### src/rtl/irq_seq_pkg.sv
package irq_seq_pkg;
  localparam int PSW_W    = 16;
  localparam int PRIV_BIT = 15;
  localparam int LVL_HI   = 10;
  localparam int LVL_LO   = 8;
  localparam int LVL_W    = LVL_HI - LVL_LO + 1;
  localparam int CC_W     = 3;

  typedef enum logic [2:0] {
    ST_IDLE,
    ST_PUSH_PSW,
    ST_PUSH_PC,
    ST_VEC_RD,
    ST_POP_PC,
    ST_POP_PSW,
    ST_UPDATE
  } seq_state_t;

  function automatic logic [PSW_W-1:0] entry_psw(input logic [PSW_W-1:0] old_psw,
                                                 input logic [LVL_W-1:0] lvl);
    logic [PSW_W-1:0] p;
    p = old_psw;
    p[PRIV_BIT] = 1'b0;
    p[LVL_HI:LVL_LO] = lvl;
    p[CC_W-1:0] = '0;
    return p;
  endfunction
endpackage

### src/rtl/irq_gate.sv
module irq_gate #(
  parameter int LW = 3
) (
  input  logic          idle,
  input  logic          boundary,
  input  logic          rti_req,
  input  logic          dev_req,
  input  logic          dev_en,
  input  logic [LW-1:0] dev_prio,
  input  logic [LW-1:0] cur_lvl,
  output logic          go_int,
  output logic          go_rti
);
  logic window;
  logic qualifies;

  always_comb begin
    window    = idle && boundary;
    qualifies = dev_req && dev_en && (dev_prio > cur_lvl);
    go_rti    = window && rti_req;
    go_int    = window && !rti_req && qualifies;
  end
endmodule

### src/rtl/sp_bank.sv
module sp_bank #(
  parameter int          DW        = 16,
  parameter logic [15:0] SSP_RESET = 16'h3000
) (
  input  logic          clk,
  input  logic          rst,
  input  logic          save_usp,
  input  logic [DW-1:0] usp_d,
  input  logic          save_ssp,
  input  logic [DW-1:0] ssp_d,
  output logic [DW-1:0] usp_q,
  output logic [DW-1:0] ssp_q
);
  always_ff @(posedge clk) begin
    if (rst) begin
      usp_q <= '0;
      ssp_q <= DW'(SSP_RESET);
    end else begin
      if (save_usp) usp_q <= usp_d;
      if (save_ssp) ssp_q <= ssp_d;
    end
  end

  AST_BANK_EXCL: assert property (@(posedge clk) disable iff (rst)
    !(save_usp && save_ssp));
endmodule

### src/rtl/irq_sequencer.sv
module irq_sequencer
  import irq_seq_pkg::*;
#(
  parameter int          DW        = 16,
  parameter int          VW        = 8,
  parameter logic [15:0] VEC_BASE  = 16'h0100,
  parameter logic [15:0] SSP_RESET = 16'h3000
) (
  input  logic          clk,
  input  logic          rst,
  input  logic          boundary,
  input  logic          rti_req,
  input  logic          dev_req,
  input  logic          dev_en,
  input  logic [2:0]    dev_prio,
  input  logic [VW-1:0] dev_vec,
  input  logic [15:0]   psw_in,
  input  logic [15:0]   pc_in,
  input  logic [15:0]   r6_in,
  output logic          mem_req,
  output logic          mem_we,
  output logic [15:0]   mem_addr,
  output logic [15:0]   mem_wdata,
  input  logic [15:0]   mem_rdata,
  input  logic          mem_rdy,
  output logic          busy,
  output logic          irq_ack,
  output logic          upd_valid,
  output logic [15:0]   pc_out,
  output logic [15:0]   psw_out,
  output logic [15:0]   r6_out
);
  localparam logic [15:0] ONE = 16'd1;

  seq_state_t    state;
  logic [15:0]   sp;
  logic [15:0]   pc_w, psw_w, r6_w, old_psw;
  logic [VW-1:0] vec_q;
  logic          was_entry;
  logic          go_int, go_rti;
  logic          idle, done;
  logic [15:0]   usp_q, ssp_q;
  logic [15:0]   base_sp, sp_up;
  logic          save_usp, save_ssp;

  assign idle    = (state == ST_IDLE);
  assign busy    = !idle;
  assign done    = mem_req && mem_rdy;
  assign pc_out  = pc_w;
  assign psw_out = psw_w;
  assign r6_out  = r6_w;

  irq_gate #(.LW(LVL_W)) u_gate (
    .idle     (idle),
    .boundary (boundary),
    .rti_req  (rti_req),
    .dev_req  (dev_req),
    .dev_en   (dev_en),
    .dev_prio (dev_prio),
    .cur_lvl  (psw_in[LVL_HI:LVL_LO]),
    .go_int   (go_int),
    .go_rti   (go_rti)
  );

  always_comb begin
    base_sp  = psw_in[PRIV_BIT] ? ssp_q : r6_in;
    sp_up    = sp + ONE;
    save_usp = go_int && psw_in[PRIV_BIT];
    save_ssp = (state == ST_POP_PSW) && done && mem_rdata[PRIV_BIT];
  end

  sp_bank #(.DW(16), .SSP_RESET(SSP_RESET)) u_bank (
    .clk      (clk),
    .rst      (rst),
    .save_usp (save_usp),
    .usp_d    (r6_in),
    .save_ssp (save_ssp),
    .ssp_d    (sp_up),
    .usp_q    (usp_q),
    .ssp_q    (ssp_q)
  );

  always_ff @(posedge clk) begin
    if (rst) begin
      state     <= ST_IDLE;
      sp        <= '0;
      pc_w      <= '0;
      psw_w     <= '0;
      r6_w      <= '0;
      old_psw   <= '0;
      vec_q     <= '0;
      was_entry <= 1'b0;
      mem_req   <= 1'b0;
      mem_we    <= 1'b0;
      mem_addr  <= '0;
      mem_wdata <= '0;
      irq_ack   <= 1'b0;
      upd_valid <= 1'b0;
    end else begin
      irq_ack   <= 1'b0;
      upd_valid <= 1'b0;
      unique case (state)
        ST_IDLE: begin
          if (go_rti) begin
            sp        <= r6_in;
            mem_req   <= 1'b1;
            mem_we    <= 1'b0;
            mem_addr  <= r6_in;
            was_entry <= 1'b0;
            state     <= ST_POP_PC;
          end else if (go_int) begin
            sp        <= base_sp - ONE;
            mem_req   <= 1'b1;
            mem_we    <= 1'b1;
            mem_addr  <= base_sp - ONE;
            mem_wdata <= psw_in;
            pc_w      <= pc_in;
            old_psw   <= psw_in;
            psw_w     <= entry_psw(psw_in, dev_prio);
            vec_q     <= dev_vec;
            was_entry <= 1'b1;
            irq_ack   <= 1'b1;
            state     <= ST_PUSH_PSW;
          end
        end
        ST_PUSH_PSW: if (done) begin
          sp        <= sp - ONE;
          mem_addr  <= sp - ONE;
          mem_wdata <= pc_w;
          state     <= ST_PUSH_PC;
        end
        ST_PUSH_PC: if (done) begin
          mem_we   <= 1'b0;
          mem_addr <= VEC_BASE + 16'(vec_q);
          state    <= ST_VEC_RD;
        end
        ST_VEC_RD: if (done) begin
          pc_w      <= mem_rdata;
          r6_w      <= sp;
          mem_req   <= 1'b0;
          upd_valid <= 1'b1;
          state     <= ST_UPDATE;
        end
        ST_POP_PC: if (done) begin
          pc_w     <= mem_rdata;
          sp       <= sp_up;
          mem_addr <= sp_up;
          state    <= ST_POP_PSW;
        end
        ST_POP_PSW: if (done) begin
          psw_w     <= mem_rdata;
          r6_w      <= mem_rdata[PRIV_BIT] ? usp_q : sp_up;
          mem_req   <= 1'b0;
          upd_valid <= 1'b1;
          state     <= ST_UPDATE;
        end
        ST_UPDATE: state <= ST_IDLE;
        default:   state <= ST_IDLE;
      endcase
    end
  end

  AST_REQ_HOLD: assert property (@(posedge clk) disable iff (rst)
    (mem_req && !mem_rdy) |=> (mem_req && $stable(mem_addr) && $stable(mem_we) && $stable(mem_wdata)));
  AST_IDLE_QUIET: assert property (@(posedge clk) disable iff (rst)
    !busy |-> !mem_req);
  AST_ACK_PULSE: assert property (@(posedge clk) disable iff (rst)
    irq_ack |=> !irq_ack);
  AST_UPD_PULSE: assert property (@(posedge clk) disable iff (rst)
    upd_valid |=> !upd_valid);
  AST_ACK_LEVEL: assert property (@(posedge clk) disable iff (rst)
    $rose(irq_ack) |-> ($past(dev_prio) > $past(psw_in[LVL_HI:LVL_LO])));
  AST_ENTRY_PSW: assert property (@(posedge clk) disable iff (rst)
    (upd_valid && was_entry) |-> (!psw_out[PRIV_BIT] && psw_out[CC_W-1:0] == '0));
  AST_ENTRY_FRAME: assert property (@(posedge clk) disable iff (rst)
    (upd_valid && was_entry && old_psw[PRIV_BIT]) |-> (r6_out == ssp_q - 16'd2));
  AST_RET_USER: assert property (@(posedge clk) disable iff (rst)
    (upd_valid && !was_entry && psw_out[PRIV_BIT]) |-> (r6_out == usp_q));
endmodule

### config.mk
export PLATFORM = sky130hd
export DESIGN_NAME = irq_sequencer
export DESIGN_NICKNAME = d
export VERILOG_FILES = /design/src/rtl/irq_seq_pkg.sv /design/src/rtl/irq_gate.sv /design/src/rtl/sp_bank.sv /design/src/rtl/irq_sequencer.sv
export SDC_FILE = /design/constraint.sdc
export NUM_CORES = 1
export LEC_CHECK = 0
export BUFFER_PORTS_ARGS = -buffer_cell sky130_fd_sc_hd__buf_2
export CAP_MARGIN = 0
export CORE_MARGIN = 4
export CORE_UTILIZATION = 60
export CTS_CLUSTER_SIZE = 14
export DETAILED_ROUTE_END_ITERATION = 7
export GPL_ROUTABILITY_DRIVEN = 0
export PLACE_DENSITY_LB_ADDON = 0.05
export SLEW_MARGIN = 20
export SYNTH_ARGS = -nofsm -noshare
export SYNTH_HDL_FRONTEND = slang
export SYNTH_SLANG_ARGS = --single-unit
export TNS_END_PERCENT = 20
### constraint.sdc
create_clock -name clk -period 5.3 [get_ports clk]
set_clock_uncertainty 0.1 [all_clocks]
set_input_delay 0.265 -clock clk [delete_from_list [all_inputs] [get_ports clk]]
set_output_delay 0.265 -clock clk [all_outputs]
set_load 0.03 [all_outputs]
==> flow_metrics.env, run 1 <==
export IMPL_crit_fanout=32
export IMPL_wire_per_inst_microns=19.08
export IMPL_numCtsBuffers=17
export IMPL_outcome="finished, final reports clean"
export IMPL_synth_edf_count=0
export IMPL_nFillCells=1104
export IMPL_yosysTopAreaCellShare_pct=35.54
export IMPL_worstSkewPairLatency_ns=0.43
export IMPL_fin_crit_sh_pct=66.09
export IMPL_critPathLaunchType="flop"
export IMPL_grt_first_pass_wirelength_mm=38.90
export IMPL_critical_path_required_ns=5.53
export IMPL_drt_pass1_iter_count=6
export IMPL_vias=8618
export IMPL_fin_cells=1346
export IMPL_synthFlopType="dfxtp_1"
export IMPL_start_util_pct=61.06
export IMPL_fin_crit_ns=3.503
export IMPL_critical_path_max_stage_delay_ns=0.79
export IMPL_crit_buf_inv=1
export IMPL_die_w_microns=123.9
export IMPL_netSwitchingPower_mw=1.498
export IMPL_core_sq_um=13190
export IMPL_pwr_share_clk_pct=30.9
export IMPL_dr_first_iter_drc_count=960
export IMPL_critPathCaptureType="flop"
export IMPL_htree_num_levels=4
export IMPL_tritoncts="yes"
export IMPL_overflow=0
export IMPL_vdd_ir_drop_worst_v=0.0002699
export IMPL_setup_ws_ns=1.797
export IMPL_setup_viol=0
export IMPL_syn_avg_cell_area_sq_um=7.715
export IMPL_routed_wl_mm=25.68
export IMPL_crit_family="compound AO/OA/AOI/OAI gates"
export IMPL_synth_fp_nets=1132
export IMPL_rsz0062_at_grt="false"
export IMPL_syn_inst=1044
export IMPL_drc_errors=0
export IMPL_num_io_pins=167
export IMPL_vias_per_cell=6.403
export IMPL_ys_seq_area_share_pct=35.54
export IMPL_io_buffers=166
export IMPL_p_int_mw=2.392
export IMPL_die_area_sq_um=15340
export IMPL_async_flop_share_pct=0
export IMPL_pre_cts_ws_ns=1.613
export IMPL_layout_nets=1246
export IMPL_postCtsSetupRepairBufs=0
export IMPL_tns_ns=0
export IMPL_grt_max_degree=63
export IMPL_synth_area_sq_um=8054
export IMPL_ys_ff_latch=143
export IMPL_antenna_found_initial=0
export IMPL_yosysWarnings=0
export IMPL_cap_violations=0
export IMPL_cts_resized=0
export IMPL_hp_class="in -> reg"
export IMPL_drive_gt1_share_pct=19.32
export IMPL_synth_area_leaders="dfxtp_1 36%, nand2_1 6.9%, nor2_1 5.9%, mux2i_1 5.2%, a21oi_1 4.0%"
export IMPL_p_per_area_nw_per_um2=409.2
export IMPL_synth_most_common_cell="nand2_1"
export IMPL_grt_pass1_vias=7632
export IMPL_grt_usage_pct=32.49
export IMPL_finalHoldViolCount=0
export IMPL_cts_buffer_depth=2
export IMPL_die_height_microns=123.9
export IMPL_max_freq_mhz=285.5
export IMPL_critPathSlowestCell="a21o_1"
export IMPL_relSlewSlack_pct=24.57
export IMPL_cts_hold_buffers=9
export IMPL_worstMarginPinSlew_ns=1.120
export IMPL_dpl_cell_count=1306
export IMPL_row_count=42
export IMPL_crit_type="reg -> reg"
export IMPL_yosysUniqueCellTypes=74
export IMPL_post_route_util_pct=72.07
export IMPL_clkTransAtPathRegs_ns=0.06
export IMPL_p_seq_share_pct=35.9
export IMPL_root_buffer="clkbuf_16"
export IMPL_antenna_cells=0
export IMPL_p_leak_nw=3.715
export IMPL_power_share_switching_pct=38.50
export IMPL_path_cells="nor3b_4 -> a21o_1 -> mux2i_1 -> a21oi_2 -> buf_4 -> nor2_1 -> a211oi_1"
export IMPL_maxSlewViolCount=0
export IMPL_pwr_share_comb_pct=33.2
export IMPL_ant_nets=0
export IMPL_ys_top_cells_by_count="147 x nand2_1, 143 x dfxtp_1, 126 x nor2_1, 65 x a21oi_1, 65 x clkbuf_1"
export IMPL_worst_ep_arrival_time_ns=3.73
export IMPL_place_hpwl_mm=17.48
export IMPL_cts_sinks=143
export IMPL_yosys_area_top_type="dfxtp_1"
export IMPL_syn_to_final_growth_pct=18.04
==> cells by family after synthesis <==
| kind of cell | Yosys count | synth area share [%] |
|---|---|---|
| compound gates | 307 | 26.15 |
| xor+xnor | 24 | 2.610 |
| fa+ha+maj | 6 | 0.9321 |
| buf+inv | 111 | 5.888 |
| flops | 143 | 35.54 |
| mux | 45 | 5.639 |
| simple gates | 408 | 23.24 |
==> tightest hold or removal path: stages <==
cell and delay [ns]:
buf_2 0.11, nand2_1 0.05, a311oi_1 0.07
==> final timing paths <==
kind                                startpoint                           end  slack [ns]  cells past startpoint
setup / recovery         state[2]$_SDFFE_PP0P_       pc_out[14]$_SDFFE_PP0P_        1.80                      7
hold / removal                    mem_rdata[5]       psw_out[5]$_SDFFE_PP0P_        0.01                      3
hold reg to reg   u_bank.usp_q[0]$_SDFFE_PP0P_  u_bank.usp_q[0]$_SDFFE_PP0P_        0.35                      2
setup reg to reg         state[2]$_SDFFE_PP0P_       pc_out[14]$_SDFFE_PP0P_        1.80                      7
==> through the flow <==
step	total power, mW	hold slack, ns	instance area [sq um]
floorplan	2.283	0.3122	8054
global placement	2.644	0.3398	8823
detailed placement	2.660	0.3415	8823
CTS	3.857	0.004546	9500
global route	4.044	0.002409	9507
finish	3.890	0.01287	9507
==> area by class of cell <==
cell class | count | area (sq um) | area share, %
multi-input cells | 790 | 4748 | 49.95
flip-flops and latches | 143 | 2863 | 30.11
repair buffers | 188 | 1021 | 10.74
clock buffers | 26 | 509.2 | 5.357
well taps | 176 | 220.2 | 2.316
clock inverters | 5 | 77.57 | 0.8160
inverters | 18 | 67.56 | 0.7107
==> state kept, by name (all words and copies together), names as in the netlist <==
name          count
pc_out           16
mem_wdata        16
u_bank.ssp_q     16
r6_out           16
psw_out          16
u_bank.usp_q     16
irq_ack           1
mem_addr         16
mem_req           1
state             3
sp               16
upd_valid         1
mem_we            1
vec_q             8
==> cells in the final DEF (no fill, tap or decap), drive strengths merged, types with 6 or more instances in the layout <==
cell type    synthesis  layout
a221oi              11      11
nor2               126     126
o2bb2ai              6       6
nor4                 7       7
o21ai               59      59
a211oi              40      40
o211ai               6       6
nand2              147     147
buf                 27     179
nor3                26      26
a22oi                8       8
a31oi               18      18
and2                 8       8
ha                   6       6
inv                 18      18
nand3               35      35
nand4                6       6
and3                 9       9
o2111ai              6       6
mux2i               42      42
xnor2               18      18
a311oi              30      30
dfxtp              143     143
nand2b               9       9
dlygate4sd3          0       9
a21oi               65      65
o31ai                8       8
clkbuf              66      26
nor3b                7       7
xor2                 6       6
==> power groups by stage <==
stage | sequential (mW) | combinational (mW) | clock [mW]
6_report | 1.40 | 1.29 | 1.20
5_1_grt | 1.41 | 1.38 | 1.25
3_5_place_dp | 1.41 | 1.25 | 0
3_3_place_gp | 1.40 | 1.24 | 0
4_1_cts | 1.39 | 1.27 | 1.21
2_1_floorplan | 1.47 | 0.814 | 0
==> metal layers <==
metal	GRT usage (%)	share of wire, %	vias to the layer above
li1	-	-	4047
met2	53.13	48	474
met1	42.42	39	4024
met3	5.949	9.6	73
met4	13.08	3.2	0
met5	0	0	-
Note: power is estimated with default switching activity, not from simulation.
==> run 2, diff against run 1 <==
--- a/config.mk
+++ b/config.mk
@@ -5,10 +5,11 @@
 export SDC_FILE = /design/constraint.sdc
 export NUM_CORES = 1
 export LEC_CHECK = 0
+export ABC_AREA = 1
 export BUFFER_PORTS_ARGS = -buffer_cell sky130_fd_sc_hd__buf_2
 export CAP_MARGIN = 0
 export CORE_MARGIN = 4
-export CORE_UTILIZATION = 60
+export CORE_UTILIZATION = 50
 export CTS_CLUSTER_SIZE = 14
 export DETAILED_ROUTE_END_ITERATION = 7
 export GPL_ROUTABILITY_DRIVEN = 0
==> constraint.sdc (replaced) <==
create_clock -name clk -period 3 [get_ports clk]
set_clock_uncertainty 0.1 [all_clocks]
set_input_delay 0.15 -clock clk [delete_from_list [all_inputs] [get_ports clk]]
set_output_delay 0.15 -clock clk [all_outputs]
set_load 0.03 [all_outputs]
==> flow_metrics.env, run 2 <==
export IMPL_grt_max_degree=68
export IMPL_synthFlopType="dfxtp_1"
export IMPL_worstReg2RegEnd="sp[11]$_SDFFE_PP0P_"
export IMPL_pre_cts_ws_ns=0.6635
export IMPL_dpl_cell_count=1584
export IMPL_setup_ws_ns=0.6515
export IMPL_cp_common_cell="inv_2"
export IMPL_synth_top_family_by_area="simple AND/OR/NAND/NOR gates"
export IMPL_async_flop_share_pct=0
export IMPL_critPathCaptureType="flop"
export IMPL_num_io_pins=167
export IMPL_rr_startpoint="state[1]$_SDFFE_PP0P_"
export IMPL_drt_pass1_iter_count=5
export IMPL_numCtsBuffers=17
export IMPL_fin_crit_sh_pct=78.28
export IMPL_crit_fanout=20
export IMPL_postCtsSetupRepairBufs=0
export IMPL_core_sq_um=15890
export IMPL_grt_pass1_vias=7915
export IMPL_yosysTopAreaCellShare_pct=35.42
export IMPL_finalHoldViolCount=0
export IMPL_p_leak_nw=4.797
export IMPL_drive_gt1_share_pct=18.18
export IMPL_setup_viol=0
export IMPL_htree_num_levels=4
export IMPL_critPathSlowestCell="dfxtp_1"
export IMPL_critical_path_max_stage_delay_ns=0.44
export IMPL_synthSimpleGateAreaFrac_pct=31.09
export IMPL_synth_fp_nets=1343
export IMPL_vias=9088
export IMPL_syn_inst=1255
export IMPL_crit_buf_inv=5
export IMPL_crit_type="reg -> reg"
export IMPL_tns_ns=0
export IMPL_yosys_area_top_type="dfxtp_1"
export IMPL_root_buffer="clkbuf_16"
export IMPL_row_count=46
export IMPL_hold_depth=5
export IMPL_mostFrequentLayoutCells="286 x nand2_1, 166 x buf_2, 149 x nor2_1, 143 x dfxtp_1, 134 x a21oi_1"
export IMPL_ys_top_cells_by_count="286 x nand2_1, 149 x nor2_1, 143 x dfxtp_1, 134 x a21oi_1, 119 x inv_1"
export IMPL_syn_to_final_growth_pct=23.01
export IMPL_fin_cells=1652
export IMPL_fin_crit_ns=2.348
export IMPL_die_w_microns=135.1
export IMPL_path_cells="inv_2 -> nand2_2 -> nor2_2 -> inv_2 -> nand2_1 -> nor2_1 -> buf_4 -> inv_1 -> nand3_1 -> nand2_1 -> inv_2 -> nand2_2 -> a21oi_2"
export IMPL_antenna_found_initial=1
export IMPL_grt_usage_pct=30.53
export IMPL_synth_area_sq_um=8082
export IMPL_ys_ff_latch=143
export IMPL_min_to="pc_out[1]$_SDFFE_PP0P_"
export IMPL_relSlewSlack_pct=30.63
export IMPL_maxSlewViolCount=0
export IMPL_clkTransAtPathRegs_ns=0.06
export IMPL_vias_per_cell=5.501
export IMPL_final_common_cell="nand2_1"
export IMPL_cts_buffer_depth=2
export IMPL_hp_class="in -> reg"
export IMPL_dr_first_iter_drc_count=1012
export IMPL_wire_per_inst_microns=17.14
export IMPL_worstSkewPairLatency_ns=0.43
export IMPL_place_hpwl_mm=20.93
export IMPL_start_util_pct=50.87
export IMPL_grt_first_pass_wirelength_mm=43.75
export IMPL_crit_family="simple AND/OR/NAND/NOR gates"
export IMPL_power_total_mw=9.541
export IMPL_ant_nets=0
export IMPL_p_per_area_nw_per_um2=959.8
export IMPL_cap_violations=0
export IMPL_synth_xor_area_share_pct=1.409
export IMPL_cts_sinks=143
export IMPL_yosysWarnings=0
export IMPL_worst_ep_arrival_time_ns=2.61
export IMPL_max_freq_mhz=425.8
export IMPL_hp_start="pc_in[1]"
export IMPL_holdWs_ns=0.001541
export IMPL_die_area_sq_um=18260
export IMPL_synth_mux_area_fraction_pct=0
export IMPL_synth_area_leaders="dfxtp_1 35%, nand2_1 13%, a21oi_1 8.3%, nor2_1 6.9%, o21ai_0 6.2%"
export IMPL_io_buffers=166
export IMPL_overflow=0
export IMPL_tritoncts="yes"
export IMPL_die_height_microns=135.1
export IMPL_syn_avg_cell_area_sq_um=6.439
export IMPL_synth_adder_area_share_pct=0.9289
export IMPL_ys_seq_area_share_pct=35.42
export IMPL_critical_path_required_ns=3.26
export IMPL_synth_edf_count=0
export IMPL_synth_compound_area_share_pct=20.45
export IMPL_layout_nets=1511
export IMPL_critPathLaunchType="flop"
export IMPL_routed_wl_mm=28.31
export IMPL_worstMarginPinSlew_ns=1.038
export IMPL_regToRegSetupSlack_ns=0.65
export IMPL_rsz0062_at_grt="false"
export IMPL_drc_errors=0
export IMPL_outcome="finished, final reports clean"
export IMPL_reg2reg_depth=13
export IMPL_antenna_cells=0
export IMPL_yosysUniqueCellTypes=41
export IMPL_synth_most_common_cell="nand2_1"
export IMPL_vdd_ir_drop_worst_v=0.0005582
[run 2: cell types whose count changed in the layout (fill, tap and decap cells not counted), sizes merged, moves of 15 or more]
| cell | before | now |
|---|---|---|
| nand4 | 6 | 21 |
| a311oi | 30 | 0 |
| inv | 18 | 136 |
| a21oi | 65 | 136 |
| xnor2 | 18 | 1 |
| dlygate4sd3 | 9 | 36 |
| mux2i | 42 | 0 |
| nand2 | 147 | 297 |
| nor2 | 126 | 155 |
| o21ai | 59 | 121 |
| nand3 | 35 | 85 |
| a211oi | 40 | 0 |
[run 2: cell type report]
class / count / area, sq um
flip-flops and latches: 143 / 2863
well taps: 216 / 270.3
clock buffers: 18 / 439.2
fillers: 1580 / 5944
inverters: 133 / 499.2
multi-input cells: 907 / 4354
repair buffers: 221 / 1359
clock inverters: 14 / 156.4
[run 2: tightest hold or removal path: stages]
cell	delay, ns
buf_2	0.08
nand2_1	0.04
o2111ai_1	0.09
nand2_1	0.06
nor2_1	0.08
[run 2: kinds of logic after synthesis]
| family | after synthesis |
|---|---|
| XOR/XNOR | 13 |
| buffers and inverters | 205 |
| adder cells (fa/ha/maj) | 6 |
| AND/OR/NAND/NOR | 586 |
| flip-flops | 143 |
| AO/OA/AOI/OAI | 302 |
[run 2: how the worst max path moves through the flow]
stage                                from                      endpoint  cells after the start
floorplan                      psw_in[10]            sp[2]$_SDFFE_PP0P_                     10
detailed placement             psw_in[10]  u_bank.usp_q[1]$_SDFFE_PP0P_                     12
global placement               psw_in[10]  u_bank.usp_q[0]$_SDFFE_PP0P_                     12
global route        state[1]$_SDFFE_PP0P_      mem_addr[1]$_SDFFE_PP0P_                     11
finish              state[1]$_SDFFE_PP0P_           sp[11]$_SDFFE_PP0P_                     13
CTS                 state[1]$_SDFFE_PP0P_           sp[11]$_SDFFE_PP0P_                     13
[run 2: layer usage]
| layer | vias to the layer above | routed length, microns | track usage (%) |
|---|---|---|---|
| met4 | 0 | 901 | 10.13 |
| met2 | 471 | 11880 | 43.89 |
| met1 | 4083 | 12640 | 45.49 |
| li1 | 4466 | - | - |
| met5 | - | 0 | 0 |
| met3 | 68 | 2889 | 6.278 |
[run 2: report_power, final]
group	internal (mW)	switching (mW)	total (mW)
clock	1.26	0.881	2.14
combinational	1.42	3.34	4.76
sequential	2.28	0.360	2.64
total	4.96	4.58	9.54
[run 2: repair_timing]
action                     CTS  global route
resized for setup            0             0
setup endpoints to repair    0             0
hold buffers                36             0
hold endpoints to repair    36             0
[run 2: metrics by stage]
stage                     util (%)  instance area (sq um)
after floorplan                  -                   8082
after global placement       56.56                   8985
after detailed placement     56.56                   8985
after CTS                    62.58                   9941
after global routing         62.58                   9941
final                        62.58                   9941
